**config.mk**
```make
export PLATFORM = sky130hd
export DESIGN_NAME = ncm_block_encoder
export DESIGN_NICKNAME = d
export VERILOG_FILES = /design/src/rtl/ncm_enc_pkg.sv /design/src/rtl/class_pair_map.sv /design/src/rtl/class_word_pick.sv /design/src/rtl/ncm_block_encoder.sv
export SDC_FILE = /design/constraint.sdc
export NUM_CORES = 1
export LEC_CHECK = 0
export BUFFER_PORTS_ARGS = -buffer_cell sky130_fd_sc_hd__buf_2
export CAP_MARGIN = 5
export CORE_MARGIN = 10
export CORE_UTILIZATION = 54
export CTS_CLUSTER_SIZE = 10
export DETAILED_ROUTE_END_ITERATION = 8
export PLACE_DENSITY_LB_ADDON = 0.25
export SETUP_SLACK_MARGIN = 0.2
export SYNTH_ARGS = -nofsm -noshare
export SYNTH_HDL_FRONTEND = slang
export SYNTH_HIERARCHICAL = 1
export SYNTH_SLANG_ARGS = --single-unit
```
**constraint.sdc**
```tcl
create_clock -name clk -period 4.7 [get_ports clk]
set_input_delay 0.47 -clock clk [delete_from_list [all_inputs] [get_ports clk]]
set_output_delay 0.47 -clock clk [all_outputs]
set_load 0.02 [all_outputs]
```
**src/rtl/ncm_enc_pkg.sv**
```systemverilog
package ncm_enc_pkg;
    localparam int SYM_W     = 4;
    localparam int NUM_SYM   = 3;
    localparam int RADIX     = 3;
    localparam int PICK_W    = NUM_SYM;
    localparam int PAIR_W    = 3;
    localparam int DATA_W    = PAIR_W + PICK_W;
    localparam int BUS_W     = SYM_W * NUM_SYM;
    localparam int CLS_W     = 2;
    localparam int SYM_ONES  = SYM_W / 2;

    typedef logic [CLS_W-1:0] cls_t;
    typedef logic [SYM_W-1:0] sym_t;

    typedef struct packed {
        logic             rdy;
        logic [BUS_W-1:0] wires;
    } enc_state_t;

    // Reports the class of a weight-two word; 3 marks a word outside the code.
    function automatic cls_t class_of(input sym_t w);
        case (w)
            4'b0011, 4'b1100: class_of = 2'd0;
            4'b0101, 4'b1010: class_of = 2'd1;
            4'b0110, 4'b1001: class_of = 2'd2;
            default:          class_of = 2'd3;
        endcase
    endfunction
endpackage

```
**src/rtl/class_pair_map.sv**
```systemverilog
module class_pair_map
    import ncm_enc_pkg::*;
(
    input  logic [PAIR_W-1:0] pair_val,
    output cls_t              cls_a,
    output cls_t              cls_b,
    output cls_t              cls_sum
);
    int   v_int;
    cls_t sum_raw;

    always_comb begin
        v_int   = int'(pair_val);
        cls_a   = cls_t'(v_int / RADIX);
        cls_b   = cls_t'(v_int % RADIX);
        sum_raw = cls_a + cls_b;
        cls_sum = (sum_raw >= cls_t'(RADIX)) ? sum_raw - cls_t'(RADIX) : sum_raw;
    end
endmodule

```
**src/rtl/class_word_pick.sv**
```systemverilog
module class_word_pick
    import ncm_enc_pkg::*;
(
    input  cls_t cls_in,
    input  logic pick,
    output sym_t word
);
    always_comb begin
        case (cls_in)
            2'd0:    word = pick ? 4'b1100 : 4'b0011;
            2'd1:    word = pick ? 4'b1010 : 4'b0101;
            default: word = pick ? 4'b1001 : 4'b0110;
        endcase
    end
endmodule

```
**src/rtl/ncm_block_encoder.sv**
```systemverilog
module ncm_block_encoder
    import ncm_enc_pkg::*;
(
    input  logic              clk,
    input  logic              rst_n,
    input  logic              in_valid,
    output logic              in_ready,
    input  logic [DATA_W-1:0] in_data,
    output logic [BUS_W-1:0]  wire_out
);
    localparam logic [BUS_W-1:0] RESET_WIRES = {NUM_SYM{4'b0011}};

    enc_state_t       st_d, st_q;
    cls_t             grp_cls [NUM_SYM];
    logic [BUS_W-1:0] enc_wires;
    logic             accept;

    class_pair_map u_map (
        .pair_val (in_data[DATA_W-1:PICK_W]),
        .cls_a    (grp_cls[0]),
        .cls_b    (grp_cls[1]),
        .cls_sum  (grp_cls[2])
    );

    for (genvar gi = 0; gi < NUM_SYM; gi++) begin : g_grp
        class_word_pick u_pick (
            .cls_in (grp_cls[gi]),
            .pick   (in_data[gi]),
            .word   (enc_wires[gi*SYM_W +: SYM_W])
        );
    end

    assign accept = in_valid && st_q.rdy;

    always_comb begin
        st_d     = st_q;
        st_d.rdy = 1'b1;
        if (accept) begin
            st_d.wires = enc_wires;
        end
    end

    always_ff @(posedge clk) begin
        if (!rst_n) begin
            st_q.rdy   <= 1'b0;
            st_q.wires <= RESET_WIRES;
        end else begin
            st_q <= st_d;
        end
    end

    assign in_ready = st_q.rdy;
    assign wire_out = st_q.wires;

    for (genvar ai = 0; ai < NUM_SYM; ai++) begin : g_chk
        AST_TWO_ONES: assert property (@(posedge clk) disable iff (!rst_n)
            $countones(wire_out[ai*SYM_W +: SYM_W]) == SYM_ONES);
    end

    AST_PARITY_CLASS: assert property (@(posedge clk) disable iff (!rst_n)
        class_of(wire_out[11:8]) ==
        cls_t'((int'(class_of(wire_out[3:0])) + int'(class_of(wire_out[7:4]))) % RADIX));

    AST_NO_PAIR_22: assert property (@(posedge clk) disable iff (!rst_n)
        !(class_of(wire_out[3:0]) == 2'd2 && class_of(wire_out[7:4]) == 2'd2));

    AST_HOLD_IDLE: assert property (@(posedge clk) disable iff (!rst_n)
        !(in_valid && in_ready) |=> $stable(wire_out));

    AST_READY_AFTER_RESET: assert property (@(posedge clk) disable iff (!rst_n)
        $past(rst_n) |-> in_ready);
endmodule

```
==> flow_summary.json <==
{
  "viasPerCell": 5.28,
  "cp_slowest_stage_delay_ps": 270,
  "hold_path_startpoint": "wire_out[2]",
  "coreArea_um2": 1350,
  "finalCriticalPeriod_ps": 2210,
  "r2r-start": "in_ready",
  "grt_pass1_wl_um": 2620,
  "p_leak_nw": 0.412,
  "die_h_um": 58.8,
  "place_congestion": 0.696,
  "cts_hold_buf": 0,
  "dp_slack_ps": 2190,
  "synth_fp_nets": 101,
  "drt-total-wl_um": 1520,
  "setup_violations": 0,
  "vias": 644,
  "critPathBufInv": 2,
  "required_ps": 4850,
  "crit_top_cell": "ha_1",
  "path_cells": "buf_2 -> nor2b_1 -> ha_1 -> or2_4 -> ha_1 -> inv_1 -> nor3_1 -> o21a_1 -> nor2b_2 -> xnor2_1 -> nand3_1 -> o211ai_2",
  "yosysSeqAreaShare": 0.321,
  "io_pins": 22,
  "synthesis.area_um2": 811,
  "post_route_cells_drive_above_1_share": 0.374,
  "io_buffers": 21,
  "hold_viol_final": 0,
  "worstSetupPathType": "in2reg",
  "clockRootBuffer": "clkbuf_4",
  "clock_path_buffers": 2,
  "cts_made_buffers": 3,
  "dieArea_um2": 3450,
  "drc": 0,
  "fin_ws_ps": 2490,
  "nets": 119,
  "post_cts_resized": 0,
  "start_util": 0.601,
  "holdWs_ps": 456,
  "die_w_um": 58.8,
  "dp_hpwl_um": 1200,
  "yosysWarnings": 6,
  "path_clk_slew_ps": 80,
  "syn_inst": 90,
  "ant_nets": 0,
  "final_util": 0.665,
  "min_period_over_period": 0.470,
  "synthDistinctLibCells": 26,
  "reg2reg_depth": 2,
  "ys_ff_latch": 13,
  "fill_cells": 127,
  "cp_max_fo": 5,
  "syn_area_per_cell_um2": 9.01,
  "drt-initial-drc-count": 9,
  "rows": 13,
  "wl_per_cell_um": 12.5,
  "areaGrowthSynthToFinish_pct": 10.8,
  "dr.pass1.iters": 3,
  "grt_usage": 0.0944,
  "overflow": 0,
  "hp-class": "reg2reg",
  "grt_pass1_vias": 602,
  "htree_levels": 1,
  "r2r_end": "wire_out[7]",
  "reg2reg_slack_ps": 3520,
  "whs_endpoint": "wire_out[2]",
  "grt_setup_unrepaired": "no",
  "critPathTopFamily": "simple AND/OR/NAND/NOR gates",
  "arrival_ps": 2360,
  "cp-end-kind": "flop",
  "vdd_ir_drop_max_mv": 0.173,
  "hold_depth": 2,
  "cts_tree": "built",
  "finClkSkew_ps": 3.08,
  "num_antenna_cells": 0,
  "startpoint_type": "primary input",
  "status": "complete, no violations",
  "powerDensity_nw_per_um2": 297,
  "grt_max_degree": 20,
  "tns_ps": 0,
  "slew_headroom": 0.700,
  "clk_latency_ps": 270,
  "cts.sink_count": 13,
  "drv_slew": 0,
  "max_cap_violations": 0,
  "tightest_slew_ps": 450,
  "max_freq_mhz": 452,
  "cpMaxStageDelayCell": "ha_1",
  "post_cts_buffers": 0,
  "antenna_found_initial": 0
}
[worst reg2reg max path: cells and delay by family, from the launching register on]
family,cells,cell delay [ps]
AND/OR/NAND/NOR,1,360
flip-flops,1,600
AO/OA/AOI/OAI,1,110
[through the flow]
stage / total power [W] / area [um^2] / std cells
after floorplan: 0.000185 / 811 / 90
after global placement: 0.000198 / 872 / 118
after detailed placement: 0.000200 / 872 / 118
after CTS: 0.000272 / 898 / 122
after global routing: 0.000285 / 898 / 122
final: 0.000267 / 898 / 122
[flip-flops by register name, summed over array words and instances (netlist names)]
signal    count
wire_out     12
in_ready      1
[cell families (layout without fill, tap and decap cells)]
kind of cell               Yosys count  count (layout)  synth area share
AOI/OAI and AO/OA                   15              15             0.177
xor gates and xnor gates            10              10             0.108
adders and majority gates            2               2            0.0309
buffers and inverters               17              34             0.119
DFF                                 13              13             0.321
muxes                                1               1            0.0123
and+or+nand+nor                     32              32             0.232
[worst max-delay path by stage]
stage                from  slack [ps]  cells past startpoint            to
3_5_place_dp   in_data[4]        2190                     12   wire_out[9]
6_report       in_data[4]        2490                     12   wire_out[9]
2_1_floorplan  in_data[4]        2460                     11   wire_out[9]
3_3_place_gp   in_data[4]        2220                     12   wire_out[9]
5_1_grt        in_data[4]        2300                     12  wire_out[10]
4_1_cts        in_data[4]        2490                     12   wire_out[9]
[cell type report]
cell class                 instances  area, um^2  area share
clock buffer                       4        26.3      0.0292
inverter                           9        33.8      0.0376
multi-input combinational         60         454       0.506
sequential                        13         260       0.290
tap                               15        18.8      0.0209
timing repair buffer              21         105       0.117
[layer usage]
layer	GRT usage	part of all wire	routed length (um)	up-vias
met2	0.132	0.42	641	17
met4	0.0590	0.018	28	0
met3	0.0343	0.075	115	4
li1	-	-	-	338
met5	0	0	0	-
met1	0.118	0.48	738	285
[placed cells by master (no fill, tap or decap)]
master	synthesis	final
buf_2	0	21
dfxtp_1	13	13
xnor2_1	10	10
inv_1	9	9
nand2_1	6	6
nand4_1	6	6
nand3_1	6	6
o211ai_2	6	6
o21ai_2	4	4
clkbuf_4	0	3
nor2_1	3	3
nor2b_2	3	3
o21ai_0	2	2
nor3_1	2	2
o21a_1	2	2
ha_1	2	2
and2_4	1	1
clkbuf_1	3	1
nor2b_4	1	1
or2_4	1	1
or2_1	1	1
nor2b_1	1	1
a22o_1	1	1
and2_1	1	1
mux2i_1	1	1
[Yosys cell counts]
cell type	count	area [um^2]
o211ai_2	6	75.1
nor3_1	2	10.0
clkbuf_8	1	13.8
or2_4	1	8.76
nor2_1	3	11.3
or2_1	1	6.26
buf_6	2	22.5
o21ai_0	2	10.0
buf_4	2	15.0
nand4_1	6	37.5
and2_1	1	6.26
nand3_1	6	30.0
ha_1	2	25.0
xnor2_1	10	87.6
nand2_1	6	22.5
nor2b_4	1	13.8
nor2b_2	3	26.3
and2_4	1	8.76
o21ai_2	4	35.0
clkbuf_1	3	11.3
a22o_1	1	8.76
dfxtp_1	13	260
nor2b_1	1	6.26
inv_1	9	33.8
o21a_1	2	15.0
mux2i_1	1	10.0
[power breakdown]
group          switching [W]  internal, W
sequential        0.00000470     0.000118
combinational      0.0000419    0.0000325
clock              0.0000371    0.0000329
No activity file was read; power rests on OpenSTA's default activity.
